File: config.mk
export PLATFORM = sky130hd
export DESIGN_NAME = wdog_timer
export DESIGN_NICKNAME = d
export VERILOG_FILES = /design/src/rtl/wdog_pkg.sv /design/src/rtl/wdog_regs.sv /design/src/rtl/wdog_counter.sv /design/src/rtl/wdog_action.sv /design/src/rtl/wdog_timer.sv
export SDC_FILE = /design/constraint.sdc
export NUM_CORES = 1
export LEC_CHECK = 0
export BUFFER_PORTS_ARGS = -buffer_cell sky130_fd_sc_hd__buf_2
export CELL_PAD_IN_SITES_DETAIL_PLACEMENT = 0
export CELL_PAD_IN_SITES_GLOBAL_PLACEMENT = 2
export CORE_MARGIN = 4
export CORE_UTILIZATION = 30
export DETAILED_ROUTE_END_ITERATION = 16
export PLACE_DENSITY_LB_ADDON = 0.1
export SLEW_MARGIN = 10
export SYNTH_ARGS = -nofsm -noshare
export SYNTH_HDL_FRONTEND = slang
export SYNTH_HIERARCHICAL = 1
export SYNTH_SLANG_ARGS = --single-unit
File: constraint.sdc
create_clock -name clk -period 1.8 [get_ports clk]
set_input_delay 0.09 -clock clk [delete_from_list [all_inputs] [get_ports clk]]
set_output_delay 0.09 -clock clk [all_outputs]
set_load 0.02 [all_outputs]
File: src/rtl/wdog_pkg.sv
package wdog_pkg;
  localparam int MULT_W = 5;
  localparam int RES_W  = 2;
  localparam int MULT_LSB = RES_W;
  localparam int STEER_BIT = MULT_LSB + MULT_W;
  localparam int CFG_W  = STEER_BIT + 1;
  localparam int CNT_W  = MULT_W + 2 * ((1 << RES_W) - 1);

  typedef logic [CNT_W-1:0] wd_count_t;
  typedef logic [CFG_W-1:0] wd_cfg_t;

  // timeout in 1/16 s: multiplier shifted left by two bits per resolution step
  function automatic wd_count_t wd_timeout(input wd_cfg_t cfg);
    wd_count_t m;
    m = wd_count_t'(cfg[MULT_LSB +: MULT_W]);
    return m << (2 * cfg[RES_W-1:0]);
  endfunction

  function automatic logic wd_steer(input wd_cfg_t cfg);
    return cfg[STEER_BIT];
  endfunction
endpackage

File: src/rtl/wdog_regs.sv
module wdog_regs
  import wdog_pkg::*;
(
  input  logic      clk,
  input  logic      rst_n,
  input  logic      reg_sel,
  input  logic      reg_wr,
  input  logic      reg_rd,
  input  wd_cfg_t   reg_wdata,
  input  logic      expire,
  output wd_cfg_t   reg_rdata,
  output wd_cfg_t   cfg_q,
  output logic      flag_q,
  output logic      load,
  output wd_count_t load_val
);
  logic cfg_wr;
  logic cfg_access;

  assign cfg_wr     = reg_wr & ~reg_sel;
  assign cfg_access = (reg_wr | reg_rd) & ~reg_sel;
  assign load       = cfg_access;
  assign load_val   = cfg_wr ? wd_timeout(reg_wdata) : wd_timeout(cfg_q);

  always_ff @(posedge clk or negedge rst_n) begin
    if (!rst_n) begin
      cfg_q  <= '0;
      flag_q <= 1'b0;
    end else begin
      if (cfg_wr)
        cfg_q <= reg_wdata;
      else if (expire && wd_steer(cfg_q))
        cfg_q <= '0;
      if (cfg_access)
        flag_q <= 1'b0;
      else if (expire)
        flag_q <= 1'b1;
    end
  end

  assign reg_rdata = reg_sel ? {flag_q, {(CFG_W-1){1'b0}}} : cfg_q;

  // flags register is never changed by a write aimed at it
  assert_flags_ro_R8: assert property (@(posedge clk) disable iff (!rst_n)
    (reg_wr && reg_sel && !expire && !reg_rd) |=> $stable(flag_q));
endmodule

File: src/rtl/wdog_counter.sv
module wdog_counter
  import wdog_pkg::*;
(
  input  logic      clk,
  input  logic      rst_n,
  input  logic      tick,
  input  logic      load,
  input  wd_count_t load_val,
  output logic      expire
);
  wd_count_t cnt_q;
  logic      armed_q;

  always_ff @(posedge clk or negedge rst_n) begin
    if (!rst_n) begin
      cnt_q   <= '0;
      armed_q <= 1'b0;
      expire  <= 1'b0;
    end else begin
      expire <= 1'b0;
      if (load) begin
        cnt_q   <= load_val;
        armed_q <= |load_val;
      end else if (armed_q && tick) begin
        if (cnt_q == wd_count_t'(1)) begin
          armed_q <= 1'b0;
          expire  <= 1'b1;
        end else begin
          cnt_q <= cnt_q - 1'b1;
        end
      end
    end
  end

  assert_idle_quiet_R10: assert property (@(posedge clk) disable iff (!rst_n)
    !armed_q |=> !expire);
  assert_restart_holds_R5: assert property (@(posedge clk) disable iff (!rst_n)
    load |=> !expire);
  assert_zero_disarms_R6: assert property (@(posedge clk) disable iff (!rst_n)
    (load && load_val == '0) |=> !armed_q);
endmodule

File: src/rtl/wdog_action.sv
module wdog_action (
  input  logic clk,
  input  logic rst_n,
  input  logic expire,
  input  logic steer,
  output logic rst_req,
  output logic irq,
  output logic century_clr
);
  assign rst_req     = expire & steer;
  assign century_clr = expire & steer;
  assign irq         = expire & ~steer;

  assert_rst_single_R2: assert property (@(posedge clk) disable iff (!rst_n)
    rst_req |=> !rst_req);
  assert_century_follows_R2: assert property (@(posedge clk) disable iff (!rst_n)
    century_clr |-> rst_req);
  assert_irq_single_R3: assert property (@(posedge clk) disable iff (!rst_n)
    irq |=> !irq);
  assert_exclusive_R3: assert property (@(posedge clk) disable iff (!rst_n)
    !(irq && rst_req));
endmodule

File: src/rtl/wdog_timer.sv
module wdog_timer
  import wdog_pkg::*;
(
  input  logic       clk,
  input  logic       rst_n,
  input  logic       reg_sel,
  input  logic       reg_wr,
  input  logic       reg_rd,
  input  logic [7:0] reg_wdata,
  output logic [7:0] reg_rdata,
  input  logic       tick_16,
  output logic       rst_req,
  output logic       irq,
  output logic       century_clr
);
  wd_cfg_t   cfg_q;
  logic      flag_q;
  logic      load;
  wd_count_t load_val;
  logic      expire;

  wdog_regs u_regs (
    .clk(clk), .rst_n(rst_n), .reg_sel(reg_sel), .reg_wr(reg_wr),
    .reg_rd(reg_rd), .reg_wdata(reg_wdata), .expire(expire),
    .reg_rdata(reg_rdata), .cfg_q(cfg_q), .flag_q(flag_q),
    .load(load), .load_val(load_val)
  );

  wdog_counter u_cnt (
    .clk(clk), .rst_n(rst_n), .tick(tick_16), .load(load),
    .load_val(load_val), .expire(expire)
  );

  wdog_action u_act (
    .clk(clk), .rst_n(rst_n), .expire(expire), .steer(wd_steer(cfg_q)),
    .rst_req(rst_req), .irq(irq), .century_clr(century_clr)
  );

  assert_flag_latch_R4: assert property (@(posedge clk) disable iff (!rst_n)
    (expire && !((reg_wr || reg_rd) && !reg_sel)) |=> flag_q);
  assert_cfg_cleared_R2: assert property (@(posedge clk) disable iff (!rst_n)
    (rst_req && !(reg_wr && !reg_sel)) |=> (cfg_q == '0));
endmodule

### Word-level counts from Yosys, hierarchy flattened

Index checks and enable logic that the tools add are counted.

* register bits: 22
* input bits: 14
* output and inout port bits: 11
* word-level logic and storage cells: 41

* $add $sub $neg: 1
* equality and inequality tests: 2
* shifts and indexed selects: 2
* muxes and demuxes: 15
* bitwise operators: 7
* reductions and logical operators: 9

Operators with widths (number)
* 2-to-1 mux 11 bit: 4
* 2-to-1 mux 8 bit: 3
* left shift 5 x 3 -> 11 bit: 2
* equality test 11 x 1 -> 1 bit, second input constant: 1
* OR reduction 11 bit: 1
* subtractor 11 x 1 -> 11 bit, second input constant: 1
* 2-to-1 mux 1 bit: 8
* nonzero test 2 bit: 4
* bitwise AND 1 bit: 4
* AND reduction 2 bit: 2
* logical AND 1 bit: 2
* inequality test 2 bit, second input constant: 1
* inverter 1 bit: 2
* bitwise OR 1 bit: 1

### Depth between registers and ports, before layout

Gate-level depths: netlist of run 1.

* depth after elaboration: 5
* mapped depth: 7
* mapped depth without buffers: 6

### Cells and area by module

The synthesis of run 1 kept the hierarchy.

Modules (own cells, without submodules)
* wdog_counter: instances 1, cells each 89, area each 784.5 um2
* wdog_regs: instances 1, cells each 80, area each 690.7 um2
* wdog_action: instances 1, cells each 3, area each 23.8 um2

### Worst setup path after synthesis of run 1

OpenSTA, ideal clock, no wires.

* path kind: register to register
* from: register u_cnt.cnt_q[0]
* to: register u_cnt.cnt_q[9]
* data arrival time: 1.896 ns
* data required time: 1.718 ns
* slack: -0.178 ns
* cell stages (with the launch flop): 5
* path buffers: 0
* cells stage by stage: dfrtp_1 or4_1 a311o_1 or4b_1 a31oi_1

* word-level cells in the longest chain between the ends: 4
* elaborated cells on any way between the ends: 7
* classes of those cells: add/sub: 1; eq/ne: 2; mux: 3; reduce/logical: 1

RTL lines
* start: declaration: line wdog_counter.sv:11 `wd_count_t cnt_q;`
* start signal: assignment: line wdog_counter.sv:22 `cnt_q <= load_val;`
* start signal: assignment: line wdog_counter.sv:29 `cnt_q <= cnt_q - 1'b1;`
* subtractor 11 x 1 -> 11 bit: line wdog_counter.sv:29
* 2-to-1 mux 11 bit: line wdog_counter.sv:25 `if (cnt_q == wd_count_t'(1)) begin`
* 2-to-1 mux 11 bit: line wdog_counter.sv:24 `end else if (armed_q && tick) begin`
* 2-to-1 mux 11 bit: line wdog_counter.sv:21 `if (load) begin`

Several ways; a longest one is shown, not always the timed one. The select of a mux whose other input is x is not followed.
A chain may end at the register's enable or synchronous reset.

### Worst setup path after layout of run 1

Ends and elaborated chain as after synthesis.

==> run_results.csv, run 1 <==
group,metric,value,unit
sta,tightest_slew,0.570,ns
synthesis,postSynthCellCount,172,
synthesis,synth_edf_count,0,
worst_setup_path,endpoint_kind,"flip-flop",
synthesis,synth_nets,188,
synthesis,synth_area,1500,sq um
worst_setup_path,worstSetupStartpoint,"u_cnt/cnt_q[0]",
worst_setup_path,worstSetupStartpointType,"flip-flop",
sta,drv_slew,0,
placed_design,dp_slack,-0.240,ns
finish,stdcell_count,281,
run,max_cap_violations,0,
synthesis,synth.area.top_cells,"dfrtp_1 (37%), nand2_1 (5.0%), mux2i_1 (4.0%)",
worst_setup_path,path_buf_inv,0,
hold_path,worstHoldStart,"reg_wdata[7]",
placed_design,placed_cells,271,
placed_design,dp_hpwl,3380,um
worst_setup_path,path_class,"reg -> reg",
power,intPower,1.22,mW
floorplanning,core.rowCount,25,
global_route,grt_start_max_net_pins,23,
finish,syn_to_final_growth,33.0,%
detailed_routing,ant_nets,0,
power,p_sw_share,38.2,%
hold_path,hold_path.class,"in -> reg",
detailed_routing,drc,0,
floorplanning,die_y,78.7,um
placed_design,numPortBuffers,24,
synthesis,synth.ff_latch_count,22,
clock_network,insertion_delay,0.26,ns
worst_setup_path,crit_fanout,4,
power,cellLeakagePower,0.880,nW
floorplanning,die_x,78.7,um
sta,finalCriticalPeriod,2.03,ns
global_route,antenna_found_initial,0,
sta,worst_slack,-0.228,ns
power,finalPower,1.98,mW
worst_setup_path,cp_slowest_cell,"or4_4",
synthesis,yosysWarnings,6,
floorplanning,io_pins,25,
clock_network,cts_max_path_buffers,2,
sta,finClkSkew,0.00246,ns
detailed_routing,drtIter0Drc,80,
worst_setup_path,worstPathArrival,2.22,ns
finish,drive_gt1_share,32.7,%
global_route,track_usage,15.4,%
synthesis,ys_seq_area_share,36.7,%
synthesis,synth_cell_types,50,
clock_network,htreeDepth,1,
detailed_routing,wire_per_inst,16.4,um
outcome,outcome,"finished with violations",
sta,setup_viol,3,
clock_network,clock-sinks,22,
synthesis,postSynthAreaPerCell,8.71,sq um
power,p_clk_share,16.2,%
worst_setup_path,worstReg2RegStart,"u_cnt/cnt_q[0]",
synthesis,synth_largest_area_cell,"dfrtp_1",
power,peakVddDrop,0.457,mV
clock_network,cts_tree,"done",
sta,clock.fmax,0.493,GHz
clock_network,cts-buffers-inserted,3,
clock_network,clk_pin_slew,0.08,ns
synthesis,synth_top_area_share,36.7,%
worst_setup_path,worst_path_largest_cell_delay,0.53,ns
detailed_routing,viasPerCell,5.37,
finish,fin_area,1990,sq um
worst_setup_path,required,1.99,ns
worst_setup_path,path_cells,"or4_4 -> a311o_1 -> or4b_1 -> a31oi_1",
outcome,violations,"setup timing",
clock_network,root_buffer,"clkbuf_8",
detailed_routing,routed_wl,4620,um
power,comb_power_share,48.1,%
power,p_per_area,992,nW/um^2
synthesis,async_flop_share,100,%
floorplanning,die_area,6190,sq um
sta,setup_tns,-0.657,ns
sta,period_share,113,%
floorplanning,start_util,31.3,%
sta,rsz0062_at_grt,"yes",
sta,slew_headroom,61.7,%
global_route,grt_pass1_vias,1509,
placed_design,place_congestion,0.787,
detailed_routing,num_vias,1509,
synthesis,synth_ff_type,"dfrtp_1",
detailed_routing,dr.pass1.iters,4,
finish,antennaDiodeCount,0,
worst_setup_path,crit_family,"simple AND/OR/NAND/NOR gates",
finish,utilization,41.6,%
sta,hold_violations,0,
floorplanning,core,4790,sq um
finish,layout.nets,232,
global_route,overflow,0,
power,pwr-share-seq,35.7,%
power,switching_power,756,uW
placed_design,placed_area,1780,sq um
global_route,grt_pass1_wl,7480,um
sta,worst_hold_slack,0.0293,ns
==> power by group through the flow <==
stage / clock network, mW / registers [mW] / logic [mW]
2_1_floorplan: 0 / 0.691 / 0.434
3_3_place_gp: 0 / 0.703 / 0.737
3_5_place_dp: 0 / 0.710 / 0.739
4_1_cts: 0.335 / 0.697 / 0.807
5_1_grt: 0.353 / 0.723 / 1.04
6_report: 0.320 / 0.705 / 0.952
==> placed cells by master, fill, tap and decap left out, types with 3 or more instances in the layout <==
cell and instances:
a22o_1 6, or4_4 3, o211ai_1 4, clkbuf_8 3
nor2_1 13, nor3_1 3, nor4_1 3, mux2i_1 6
nand3_1 7, buf_2 24, nand2_1 20, nand2b_1 5
buf_4 20, dfrtp_1 22, mux2_2 3, nand4_1 3
a31oi_1 3, o22ai_1 6, nor2b_1 7, o21ai_0 5
inv_1 5
==> routing by layer <==
layer,part of all wire (%),up-vias,global-route usage [%]
met5,0,-,0
met4,0.58,0,4.72
met3,3.6,2,2.06
met2,49,30,25.5
met1,47,743,20.6
li1,-,734,-
==> worst paths after layout <==
check	endpoint	slack (ns)	depth (start not counted)
max in group asynchronous	u_cnt/cnt_q[0]	1.10	2
worst max register to register	u_cnt/cnt_q[9]	-0.23	4
worst min-delay path	u_regs/cfg_q[7]	0.03	3
worst max-delay path	u_cnt/cnt_q[9]	-0.23	4
min in group asynchronous	u_regs/cfg_q[7]	0.34	2
worst min register to register	u_regs/flag_q	0.51	2
==> registers in the layout (all words and copies together) (netlist names) <==
signal and cells:
u_cnt/cnt_q 11, u_cnt/armed_q 1, u_regs/flag_q 1, u_cnt/expire 1, u_regs/cfg_q 8
==> cell families (layout without fill, tap and decap cells) <==
kind of cell | count (synthesis) | in the layout | share of synthesized area (%)
flip-flops | 22 | 22 | 36.7
XOR/XNOR | 1 | 1 | 0.584
adder cells (fa/ha/maj) | 2 | 2 | 1.67
AND/OR/NAND/NOR | 82 | 82 | 29.5
AO/OA/AOI/OAI | 41 | 41 | 20.0
buffers and inverters | 15 | 57 | 5.26
multiplexers | 9 | 9 | 6.26
==> Yosys cell counts (2+ instances only) <==
cell       n
o21ai_0    6
nand2_1   20
a21oi_1    2
nor3_1     4
nor2b_1    7
or4_1      2
nand3b_1   2
or4_2      2
mux2i_1    6
nand2b_1   5
nor2_1    13
dfrtp_1   22
and3_1     2
buf_4      3
a31oi_1    4
ha_1       2
nand4_1    3
a22o_1     6
mux2_2     3
inv_1      6
nor4_1     3
o22ai_1    6
buf_2      3
o221ai_1   2
nand3_1    9
o211ai_1   4
nor4b_1    2
==> final cells by class <==
cell class | count | area, sq um
fill | 505 | 2790
multi-input combinational | 135 | 980
sequential | 22 | 551
timing repair buffer | 47 | 312
tap | 67 | 83.8
clock buffer | 3 | 41.3
inverter | 7 | 26.3
==> worst register-to-register path, stage by stage, from the launching register on <==
cell and delay [ns]:
dfrtp_1 0.41, or4_4 0.53, a311o_1 0.35, or4b_1 0.52
a31oi_1 0.13
==> repair_timing <==
action	CTS	global route
setup endpoints to repair	6	10
hold buffers	1	0
pin swaps	3	7
gates resized for setup	7	15
hold endpoints to repair	22	0
buffers inserted	3	4
Note: power is estimated with default switching activity, not from simulation.
==> run 2: changes to the inputs <==
- CORE_ASPECT_RATIO: not set -> 1.5
- CORE_MARGIN: 4 -> not set
==> run 2 against run 1 <==
The flow still finishes with violations (setup timing). Critical path depth is the same. Flip-flop and latch count is the same. Die area shrank 15%. Final cell count grew 1.4%. Cell area grew 0.82%. Global-route usage grew 3.9 points. Maximum frequency grew 3.0%. Critical path type unchanged.
==> run_results.csv, run 2 (same netlist as run 1, synthesis figures left out) <==
group,metric,value,unit
worst_setup_path,worstReg2RegStart,"u_cnt/cnt_q[2]",
hold_path,hold_path.class,"in -> reg",
sta,drv_slew,0,
global_route,grt_start_max_net_pins,23,
detailed_routing,num_vias,1530,
sta,finalCriticalPeriod,1.97,ns
global_route,track_usage,19.2,%
sta,period_share,109,%
worst_setup_path,worstSetupStartpointType,"flip-flop",
finish,nFillCells,525,
finish,layout.nets,237,
detailed_routing,ant_nets,0,
detailed_routing,drc,0,
placed_design,placed_cells,279,
sta,worst_slack,-0.168,ns
worst_setup_path,worst_r2r_path_depth,4,
global_route,grt_pass1_vias,1590,
power,p_per_area,976,nW/um^2
finish,drive_gt1_share,35.2,%
detailed_routing,dr.pass1.iters,4,
floorplanning,core.rowCount,31,
finish,mostFrequentLayoutCell,"buf_4",
hold_path,holdPathStages,3,
placed_design,dp_hpwl,3510,um
sta,rsz0062_at_grt,"yes",
detailed_routing,routed_wl,4640,um
sta,finClkSkew,0.00435,ns
sta,tightest_slew,0.571,ns
clock_network,cts-buffers-inserted,3,
clock_network,cts_max_path_buffers,2,
global_route,antenna_found_initial,0,
outcome,outcome,"finished with violations",
floorplanning,die_area,5290,sq um
finish,fin_area,2010,sq um
power,finalPower,1.96,mW
placed_design,numPortBuffers,24,
worst_setup_path,rr_endpoint,"u_cnt/cnt_q[9]",
clock_network,clock-sinks,22,
sta,slew_headroom,61.8,%
clock_network,insertion_delay,0.26,ns
sta,hold_violations,0,
finish,largest_register_ff_count,11,
clock_network,clk_pin_slew,0.08,ns
detailed_routing,viasPerCell,5.37,
hold_path,min_to,"u_regs/cfg_q[7]",
outcome,violations,"setup timing",
clock_network,root_buffer,"clkbuf_8",
placed_design,placed_area,1840,sq um
floorplanning,core,4810,sq um
worst_setup_path,endpoint_kind,"flip-flop",
finish,stdcell_count,285,
clock_network,htreeDepth,1,
finish,layout_common_cells,"buf_4 (26), buf_2 (24), dfrtp_1 (22)",
hold_path,worstHoldStart,"reg_wdata[7]",
floorplanning,start_util,31.2,%
finish,top_regs,"u_cnt/cnt_q: 11 flops, u_regs/cfg_q: 8 flops",
worst_setup_path,worstPathArrival,2.16,ns
clock_network,cts_tree,"done",
finish,syn_to_final_growth,34.1,%
detailed_routing,drtIter0Drc,42,
worst_setup_path,path_class,"reg -> reg",
finish,top_register,"u_cnt/cnt_q",
floorplanning,die_x,59.7,um
worst_setup_path,crit_fanout,5,
run,max_cap_violations,0,
placed_design,place_congestion,0.816,
sta,clock.fmax,0.508,GHz
floorplanning,io_pins,25,
sta,setup_viol,3,
power,peakVddDrop,0.285,mV
detailed_routing,wire_per_inst,16.3,um
worst_setup_path,required,1.99,ns
worst_setup_path,rrSetupSlack,-0.17,ns
finish,antennaDiodeCount,0,
floorplanning,die_y,88.6,um
power,cellLeakagePower,0.900,nW
global_route,grt_pass1_wl,7600,um
global_route,overflow,0,
[run 2: cell count changes in the layout (fill, tap and decap cells not counted), sizes merged]
cell / delta
buf: +5
[run 2: how the worst max path moves through the flow]
stage / start / endpoint
final: u_cnt/cnt_q[2] / u_cnt/cnt_q[9]
after global routing: u_cnt/cnt_q[2] / u_cnt/cnt_q[9]
after CTS: u_cnt/cnt_q[2] / u_cnt/cnt_q[9]
after detailed placement: u_cnt/cnt_q[0] / u_cnt/cnt_q[9]
after global placement: u_cnt/cnt_q[0] / u_cnt/cnt_q[9]
after floorplan: u_cnt/cnt_q[0] / u_cnt/cnt_q[9]
[run 2: worst max-delay path, cell delays in order (launching register included)]
cell and delay (ns):
dfrtp_1 0.38, or4_1 0.52, a311o_1 0.35, or4b_1 0.49, a31oi_1 0.14
[run 2: report_power, final]
group	internal, mW	total, mW	switching, mW
clock	0.150	0.317	0.167
combinational	0.472	0.951	0.479
sequential	0.593	0.693	0.100
[run 2: repair_timing]
action / 4_1_cts / 5_1_grt
pin swaps: 6 / 6
hold buffers: 1 / 0
setup buffers: 4 / 1
endpoints found under the hold margin: 22 / 0
resized for setup: 6 / 15
setup endpoints to repair: 10 / 12
[run 2: area by class of cell]
type                    instances  area, sq um  share of cell area [%]
multi-input cells             135          972                    48.4
flip-flops and latches         22          551                    27.4
repair buffers                 52          337                    16.7
well taps                      66         82.6                    4.11
clock buffers                   3         41.3                    2.05
inverters                       7         26.3                    1.31
[run 2: per-stage QoR]
step                hold slack, ns  utilization [%]  setup slack (ns)  TNS (ns)
finish                      0.0255             41.8            -0.168    -0.489
detailed placement           0.109             38.2            -0.271    -0.766
global placement             0.102             38.2            -0.224    -0.591
CTS                         0.0224             40.4            -0.211    -0.612
global route                0.0540             41.8            -0.268    -0.711
floorplan                   -0.206                -            -0.178    -0.457
[run 2: layer usage]
| metal | vias up | part of all wire, % | track usage (%) |
|---|---|---|---|
| li1 | 741 | - | - |
| met1 | 750 | 41 | 22.0 |
| met2 | 32 | 55 | 36.2 |
| met3 | 7 | 1.8 | 1.75 |
| met4 | 0 | 1.5 | 6.55 |
| met5 | - | 0 | 0 |
